<file path="src/rtl/twm_engine.sv">
module twm_engine (
  input  logic       clk,
  input  logic       rst_n,
  input  logic       tick,
  input  logic       wr_en,
  input  logic [1:0] wr_sel,
  input  logic [9:0] wr_data,
  input  logic       sda_in,
  output logic [7:0] ctl_q,
  output logic [7:0] dat_q,
  output logic [7:0] stat_q,
  output logic       irq,
  output logic       scl_oe,
  output logic       sda_oe
);

  typedef enum logic [2:0] {S_IDLE, S_START, S_XFER, S_STOP, S_WAIT} st_t;

  st_t        st;
  logic [1:0] ph;
  logic [3:0] bitn;
  logic [7:0] sh, dat, code;
  logic       iflg, ce, enab, sta, stp, aak;
  logic       active, rstart, addr_next, rd_mode, cur_rx, cur_addr, ack_ok;
  logic       ie, ovr_scl, ovr_sda, scl_lo, sda_lo;

  wire ctl_ok   = wr_en && wr_sel == 2'd1 && (st == S_IDLE || st == S_WAIT);
  wire last_bit = bitn == 4'd8;

  always_ff @(posedge clk) begin
    if (!rst_n) begin
      st <= S_IDLE; ph <= '0; bitn <= '0; sh <= '0; dat <= '0; code <= 8'hF8;
      iflg <= 1'b0; ce <= 1'b0; enab <= 1'b0; sta <= 1'b0; stp <= 1'b0; aak <= 1'b0;
      active <= 1'b0; rstart <= 1'b0; addr_next <= 1'b0; rd_mode <= 1'b0;
      cur_rx <= 1'b0; cur_addr <= 1'b0; ack_ok <= 1'b0;
      ie <= 1'b0; ovr_scl <= 1'b0; ovr_sda <= 1'b0; scl_lo <= 1'b0; sda_lo <= 1'b0;
    end else begin
      if (wr_en && wr_sel == 2'd0) dat <= wr_data[7:0];
      if (wr_en && wr_sel == 2'd2) begin
        ovr_scl <= wr_data[9];
        ovr_sda <= wr_data[8];
        ie      <= wr_data[6];
      end
      if (ctl_ok) begin
        ce   <= wr_data[7];
        enab <= wr_data[6];
        aak  <= wr_data[2];
        sta  <= 1'b0;
        stp  <= 1'b0;
        if (wr_data[6]) begin
          iflg <= 1'b0;
          if (wr_data[5]) begin
            if (active || sda_in) begin
              st <= S_START; ph <= '0; sta <= 1'b1; rstart <= active;
            end
          end else if (wr_data[4]) begin
            if (active) begin
              st <= S_STOP; ph <= '0; stp <= 1'b1;
            end
          end else if (active) begin
            st <= S_XFER; ph <= '0; bitn <= '0; sh <= dat;
            cur_addr  <= addr_next;
            cur_rx    <= !addr_next && rd_mode;
            addr_next <= 1'b0;
            if (addr_next) rd_mode <= dat[0];
          end
        end
      end else if (tick) begin
        case (st)
          S_START: begin
            ph <= ph + 2'd1;
            case (ph)
              2'd0: sda_lo <= 1'b0;
              2'd1: scl_lo <= 1'b0;
              2'd2: sda_lo <= 1'b1;
              default: begin
                scl_lo <= 1'b1; st <= S_WAIT; iflg <= 1'b1; sta <= 1'b0;
                code <= rstart ? 8'h10 : 8'h08;
                active <= 1'b1; addr_next <= 1'b1;
              end
            endcase
          end
          S_XFER: begin
            ph <= ph + 2'd1;
            case (ph)
              2'd0: sda_lo <= last_bit ? (cur_rx && aak) : (!cur_rx && !sh[7]);
              2'd1: scl_lo <= 1'b0;
              2'd2: begin
                if (last_bit) ack_ok <= !sda_in;
                else          sh <= {sh[6:0], sda_in};
              end
              default: begin
                scl_lo <= 1'b1;
                if (last_bit) begin
                  st <= S_WAIT; iflg <= 1'b1;
                  if (cur_addr)    code <= rd_mode ? (ack_ok ? 8'h40 : 8'h48)
                                                   : (ack_ok ? 8'h18 : 8'h20);
                  else if (cur_rx) code <= aak ? 8'h50 : 8'h58;
                  else             code <= ack_ok ? 8'h28 : 8'h30;
                  if (cur_rx) dat <= sh;
                end else begin
                  bitn <= bitn + 4'd1;
                end
              end
            endcase
          end
          S_STOP: begin
            case (ph)
              2'd0: begin sda_lo <= 1'b1; ph <= 2'd1; end
              2'd1: begin scl_lo <= 1'b0; ph <= 2'd2; end
              default: begin
                sda_lo <= 1'b0; ph <= '0; st <= S_IDLE; active <= 1'b0; stp <= 1'b0;
              end
            endcase
          end
          default: ;
        endcase
      end
    end
  end

  assign ctl_q  = {ce, enab, sta, stp, iflg, aak, 2'b00};
  assign dat_q  = dat;
  assign stat_q = iflg ? code : 8'hF8;
  assign irq    = ie && (stat_q != 8'hF8);
  assign scl_oe = scl_lo || ovr_scl;
  assign sda_oe = sda_lo || ovr_sda;

  AST_START_SDA_FIRST: assert property (@(posedge clk) disable iff (!rst_n)
    (st == S_START && $rose(sda_lo)) |-> !scl_lo);
  AST_REFUSE_LOW_SDA: assert property (@(posedge clk) disable iff (!rst_n)
    (ctl_ok && wr_data[6] && wr_data[5] && !active && !sda_in) |=> (st == S_IDLE && !iflg));
  AST_BUSY_WRITE_IGNORED: assert property (@(posedge clk) disable iff (!rst_n)
    (wr_en && wr_sel == 2'd1 && st == S_XFER) |=> ($stable(aak) && $stable(enab) && $stable(ce)));
  AST_STOP_RELEASES: assert property (@(posedge clk) disable iff (!rst_n)
    $fell(active) |-> (!scl_lo && !sda_lo && !iflg));
  AST_FLAG_ON_TICK: assert property (@(posedge clk) disable iff (!rst_n)
    $rose(iflg) |-> $past(tick));
  AST_LINES_ON_TICK: assert property (@(posedge clk) disable iff (!rst_n)
    !$past(tick) |-> ($stable(scl_lo) && $stable(sda_lo)));
  AST_CODE_ALIGNED: assert property (@(posedge clk) disable iff (!rst_n)
    iflg |-> (stat_q[2:0] == 3'b000 && stat_q != 8'hF8));

endmodule

</file>
<file path="config.mk">
export PLATFORM = sky130hd
export DESIGN_NAME = twm_engine
export DESIGN_NICKNAME = d
export VERILOG_FILES = /design/src/rtl/twm_engine.sv
export SDC_FILE = /design/constraint.sdc
export NUM_CORES = 1
export LEC_CHECK = 0
export BUFFER_PORTS_ARGS = -buffer_cell sky130_fd_sc_hd__buf_2
export CORE_ASPECT_RATIO = 1.75
export CORE_MARGIN = 2
export CORE_UTILIZATION = 35
export CTS_CLUSTER_DIAMETER = 120
export DETAILED_ROUTE_END_ITERATION = 12
export GPL_TIMING_DRIVEN = 0
export PLACE_DENSITY = 0.66
export REMOVE_ABC_BUFFERS = 1
export SKIP_LAST_GASP = 1
export SYNTH_ARGS = -nofsm -noshare
export SYNTH_HDL_FRONTEND = slang
export SYNTH_SLANG_ARGS = --single-unit
</file>
<file path="constraint.sdc">
create_clock -name clk -period 2.5 [get_ports clk]
set_clock_uncertainty 0.15 [all_clocks]
set_input_delay 0.25 -clock clk [delete_from_list [all_inputs] [get_ports clk]]
set_output_delay 0.25 -clock clk [all_outputs]
set_load 0.01 [all_outputs]
</file>
==> results of run 1 <==
-- metrics by stage --
stage / hold WS (ps) / power [µW] / util, % / cell area, µm² / setup WS [ps]
floorplan: 176 / 853 / - / 2530 / -9.48
finish: 48.8 / 1570 / 40.4 / 3040 / 208
global route: 49.8 / 1620 / 40.4 / 3040 / 35.6
detailed placement: 294 / 905 / 38.1 / 2860 / -236
global placement: 276 / 902 / 37.7 / 2830 / -946
CTS: 45.9 / 1590 / 40.3 / 3030 / 48.2
-- synthesized netlist by cell type (all sizes together), types with 2 or more instances --
cell type  count  area share [%]
o31ai          2            0.56
inv           13             1.8
mux2i         17             6.3
a311oi         2            0.65
buf           16             4.0
nor4           3            0.70
a221oi         2            0.65
nor4b          7             2.3
nor3b          2            0.56
nor3          11             2.1
nand2         23             3.2
a31oi          4            0.93
or3            3            0.70
dfxtp         48              36
ha             9             4.2
a2111oi        2            0.89
nor2          16             2.2
o21ai          8             1.5
a211oi        17             4.8
o311ai         2            0.65
clkbuf        15             2.1
nand3         13             2.4
o21a           3            0.84
nand3b         4             1.1
a21oi         26             4.9
or4            2            0.56
o221ai         2            0.65
nand2b        13             3.0
or2            5             1.2
nor2b          7             1.6
nand4          3            0.70
and3b          3            0.98
and3           2            0.47
-- layout make-up --
| cell class | count | area (µm²) | share of cell area, % |
|---|---|---|---|
| Multi-Input combinational cell | 232 | 1560 | 51.2 |
| Timing Repair Buffer | 41 | 216 | 7.12 |
| Tap cell | 88 | 110 | 3.62 |
| Sequential cell | 48 | 961 | 31.6 |
| Inverter | 13 | 48.8 | 1.61 |
| Clock buffer | 8 | 146 | 4.82 |
-- timing repair --
action | 4_1_cts | 5_1_grt
pin swaps | 0 | 1
setup buffers | 0 | 1
gates cloned | 0 | 0
resized for setup | 2 | 2
setup endpoints to repair | 14 | 10
-- where the power goes --
group	switching, µW	internal (µW)
registers	6.61	774
logic	71.5	39.0
clock network	281	399
total	359	1210
-- logic make-up after synthesis --
group / count (synthesis) / share of synthesized area (%)
other cells: 1 / 0.140
fa+ha+maj: 10 / 4.57
compound gates: 77 / 19.2
simple gates: 123 / 25.9
flops: 48 / 35.8
mux: 17 / 6.35
buf+inv: 44 / 7.93
-- cell usage in the layout (no fill, tap or decap), types with 2 or more instances in the layout --
cell type,Yosys,routed
dfxtp_1,48,48
and3_1,2,2
nand3_1,13,13
nand2_1,23,23
nand2b_1,13,12
ha_1,9,9
a221oi_1,2,2
or2_2,4,4
o311ai_0,2,2
clkbuf_1,14,2
o221ai_1,2,2
nor4b_1,7,7
or3_1,3,3
nand4_1,3,3
and3b_1,3,3
nor2b_1,7,7
clkbuf_16,0,5
mux2i_1,17,17
a21oi_1,26,26
o21ai_0,8,8
inv_1,13,13
nor2_1,16,16
o21a_1,3,3
a311oi_1,2,2
nand3b_1,4,4
a31oi_1,4,4
nor3_1,11,11
buf_4,11,2
a211oi_1,17,17
conb_1,1,5
buf_2,4,38
o31ai_1,2,2
nor4_1,3,2
-- critical path: stages (launching register included) --
cell and delay (ps):
dfxtp_1 470, nand4bb_4 440, nor2_1 650, o31ai_1 160, o311a_1 300
-- final timing paths --
path,startpoint,to,depth (start not counted)
setup / recovery,st[0],ph[0],4
hold / removal,wr_data[9],ovr_scl,3
setup reg to reg,st[0],ph[0],4
hold reg to reg,code[7],code[7],1
-- per-layer routing --
metal	wire [µm]	global-route usage, %	up-vias
met1	2730	18.7	1173
li1	-	-	1196
met3	337	2.69	6
met5	0	0	-
met2	3360	28.6	74
met4	96	5.77	0
-- sequential cells by signal, indices dropped and copies added, names as in the netlist, 2 cells and up --
name,cells
dat_q,8
sh,8
code,5
bitn,4
st,3
ph,2
==> metrics.md, run 1 <==
| Metric | Value |
|---|---|
| Gp weighted congestion | 0.862 |
| Synth unique cells | 53 |
| Diode count | 0 |
| Status | finished clean |
| GRT Resource Usage Total | 15.9% |
| Relative slew slack | 13.9% |
| Die ar. | 8400 µm² |
| Routed WL per cell | 15.2 µm |
| Worst skew pair latency | 290 ps |
| Endpoints failing hold | 0 |
| Pleak | 0.00112 µW |
| Fraction of layout cells with a size suffix above 1 | 17.3% |
| Final setup TNS | 0 ps |
| Async S/R FF share, synth | 0% |
| Post-DP HPWL | 4690 µm |
| Clock Sinks | 48 |
| Crit path DAT | 2320 ps |
| Endpoint type of the worst setup path | flip-flop |
| Average size of a mapped cell | 8.38 µm² |
| Boundary pin count | 44 |
| # port buffers | 38 |
| Rows | 42 |
| Required @ worst endpoint | 2530 ps |
| Iter 0 DRT Violations | 109 |
| Yosys warnings | 0 |
| Post-synth EDFFs | 0 |
| Cells after Synth | 320 |
| Global-route wire length before repair | 10800 µm |
| Root cell of the clock tree | clkbuf_16 |
| Initial DRT Pass Iterations | 5 |
| RSZ-0062 raised after global routing | no |
| Vias in the first global route | 2290 |
| Min cycle time layout | 2290 ps |
| Placed insts | 421 |
| Final Max Tran Viols | 0 |
| Synth Register Bits | 48 |
| FF-to-FF setup slack | 210 ps |
| Largest net degree at the start of global routing | 41 |
| Max Clock Freq | 436 MHz |
| Worst Path Max Fanout | 18 |
| Fin cells | 430 |
| Grt total ovfl | 0 |
| Clock slew seen by the registers of the worst setup and hold paths | 60 ps |
| Register area share after synthesis | 35.8% |
| Core area | 7510 µm² |
| Tcrit/Tclk final | 91.7% |
| DRC | 0 |
| H-tree depth | 2 |
| CTS tree | yes |
| Final ANT Viol Nets | 0 |
| Hold Buf Count CTS | 0 |
| Max_cap viols | 0 |
| Total CTS buffers | 5 |
| Hold Crit Class | input pin to flip-flop |
| Final setup fails | 0 |
| Antenna violations before repair | 0 |
| Initial core utilization | 35.7% |
| Crit start category | flip-flop |
| Area of the mapped netlist | 2680 µm² |
| Final WL | 6520 µm |
| Die span in y | 120 µm |
| Synth Flop Type | dfxtp_1 |
| Routed vias | 2449 |
| Crit path kind | flip-flop to flip-flop |
| Largest buffer count on any clock path | 2 |
| P&R area growth vs syn | 13.3% |
| Vias per cell | 5.70 |
| IR drop worst, VDD | 0.461 mV |
| Die W | 70.2 µm |
| PD cells | 517 nW/µm² |
| Final net count | 367 |
| Worst Tran Pin Value | 1290 ps |
| # fillers | 769 |
Power figures use the tool's default switching activity.
==> run 2, diff against run 1 <==
Settings changed: CORE_MARGIN 2 to 1.5.
==> metrics.md, run 2 (same netlist as run 1, synthesis figures left out) <==
| Metric | Value |
|---|---|
| Status | finished clean |
| GRT Resource Usage Total | 16.8% (+0.88 points) |
| Diode count | 0 (unchanged) |
| Global-route wire length before repair | 11200 µm (+4.0%) |
| Required @ worst endpoint | 2550 ps (+20 ps) |
| Relative slew slack | 15.4% (+1.5 points) |
| RSZ-0062 raised after global routing | no |
| Rows | 42 (unchanged) |
| Worst Tran Pin Value | 1270 ps (-22.2 ps) |
| Clock Sinks | 48 (unchanged) |
| PD cells | 540 nW/µm² (+4.4%) |
| Largest buffer count on any clock path | 2 (unchanged) |
| Die W | 69.2 µm (-1.4%) |
| Worst skew pair latency | 290 ps (about the same) |
| # port buffers | 38 (unchanged) |
| Worst Path Max Fanout | 18 (unchanged) |
| Antenna violations before repair | 0 (unchanged) |
| Boundary pin count | 44 (unchanged) |
| Max_cap viols | 0 (unchanged) |
| Initial DRT Pass Iterations | 4 (-1) |
| Endpoint type of the worst setup path | flip-flop |
| Vias per cell | 5.78 (+1.5%) |
| Endpoints failing hold | 0 (unchanged) |
| Sw frac | 22.1% (-0.77 points) |
| Most common cell after layout, fill and taps aside | dfxtp_1 |
| Min cycle time layout | 2320 ps (+24.3 ps) |
| Internal power | 1280 µW (+5.9%) |
| Grt total ovfl | 0 (unchanged) |
| Tcrit/Tclk final | 92.6% (+0.97 points) |
| Critical Path Max Stage Delay | 660 ps (about the same) |
| Iter 0 DRT Violations | 131 (+20%) |
| Final setup fails | 0 (unchanged) |
| Most frequent cells in the layout | dfxtp_1 (48), buf_2 (38), a21oi_1 (26) |
| Crit start category | flip-flop |
| Final setup TNS | 0 ps (unchanged) |
| Final setup margin | 184 ps (-24.3 ps) |
| Fraction of layout cells with a size suffix above 1 | 17.6% (+0.34 points) |
| Total CTS buffers | 5 (unchanged) |
| Crit path DAT | 2370 ps (+50 ps) |
| Root cell of the clock tree | clkbuf_16 |
| Routed WL per cell | 15.6 µm (+2.9%) |
| Final WL | 6690 µm (+2.7%) |
| Crit-path cells | nand4bb_4 -> or4_4 -> or3_1 -> a21oi_1 |
| Largest net degree at the start of global routing | 41 (unchanged) |
| Overall Power | 1650 µW (+4.8%) |
| Post-CTS Setup Bufs | 0 (unchanged) |
| Comb power frac | 6.7% (-0.3 points) |
| H-tree depth | 2 (unchanged) |
| Die span in y | 119 µm (-0.83%) |
| Hold Crit Class | input pin to flip-flop |
| Final Max Tran Viols | 0 (unchanged) |
| Vias in the first global route | 2319 (+1.3%) |
| Gp weighted congestion | 0.866 (+0.43%) |
| IR drop worst, VDD | 0.238 mV (-48%) |
| Fin cells | 429 (-0.23%) |
| Clk pwr share | 45.9% (+2.6 points) |
| Max Clock Freq | 432 MHz (-1.0%) |
| Placed insts | 421 (unchanged) |
| Final net count | 366 (-0.27%) |
| Net switching power figure | 364 µW (+1.3%) |
| Die ar. | 8220 µm² (-2.2%) |
| Initial core utilization | 35.7% (unchanged) |
| Post-DP HPWL | 4740 µm (+1.1%) |
| Crit path kind | flip-flop to flip-flop |
| CP max-delay cell | or4_4 |
| DRC | 0 (unchanged) |
| Core area | 7510 µm² (unchanged) |
| Pre-CTS setup slack | -282 ps (-46.4 ps) |
| Part of the power in registers | 47.4% (-2.3 points) |
| Clock slew seen by the registers of the worst setup and hold paths | 60 ps (about the same) |
| P&R area growth vs syn | 13.8% |
| Final ANT Viol Nets | 0 (unchanged) |
| CTS tree | yes |
| Routed vias | 2479 (+1.2%) |
| Pleak | 0.00113 µW (+0.47%) |
[run 2: cell count changes in the layout (fill, tap and decap cells not counted), sizes merged]
cell / previous run / this run
clkbuf: 8 / 6
buf: 41 / 40
bufinv: 0 / 1
clkinv: 0 / 1
[run 2: power groups by stage]
stage	clock network [µW]	logic (µW)	registers (µW)
floorplan	0	54.2	799
global placement	0	106	797
detailed placement	0	109	798
CTS	769	112	780
global route	810	121	781
finish	756	111	780
[run 2: metrics by stage]
stage | instance area (µm²) | utilization [%] | hold WS (ps)
after floorplan | 2530 | - | 176
after global placement | 2830 | 37.7 | 276
after detailed placement | 2860 | 38.1 | 295
after CTS | 3040 | 40.5 | 54.5
after global routing | 3050 | 40.6 | 56.3
final | 3050 | 40.6 | 55.9
[run 2: timing repair]
| item | in CTS | in global routing |
|---|---|---|
| gates resized for setup | 2 | 3 |
| hold buffers | 0 | 0 |
| setup endpoints to repair | 23 | 11 |
| pin swaps | 0 | 1 |
[run 2: layer usage]
metal | track usage (%) | wire length [µm] | part of all wire [%] | up-vias
met5 | 0 | 0 | 0 | -
met4 | 7.97 | 150 | 2.2 | 0
met3 | 3.15 | 311 | 4.6 | 14
met2 | 28.5 | 3430 | 51 | 70
met1 | 20.1 | 2800 | 42 | 1193
li1 | - | - | - | 1202
[run 2: final timing paths]
kind / from / depth (start not counted) / slack, ps / to
setup / recovery: st[0] / 4 / 180 / cur_rx
hold / removal: wr_data[9] / 3 / 60 / ovr_scl
setup reg to reg: st[0] / 4 / 180 / cur_rx
hold reg to reg: enab / 2 / 300 / enab
[run 2: layout make-up]
cell class	instances	area (µm²)
inverter	13	48.8
multi-input combinational	232	1560
tap	88	110
clock inverter	2	35.0
clock buffer	6	129
timing repair buffer	40	209
fill	784	4460
sequential	48	961
[run 2: critical path, delay by kind of cell (launching register included)]
kind	cells	cell delay [ps]
compound gates	1	140
simple gates	3	1450
flops	1	480
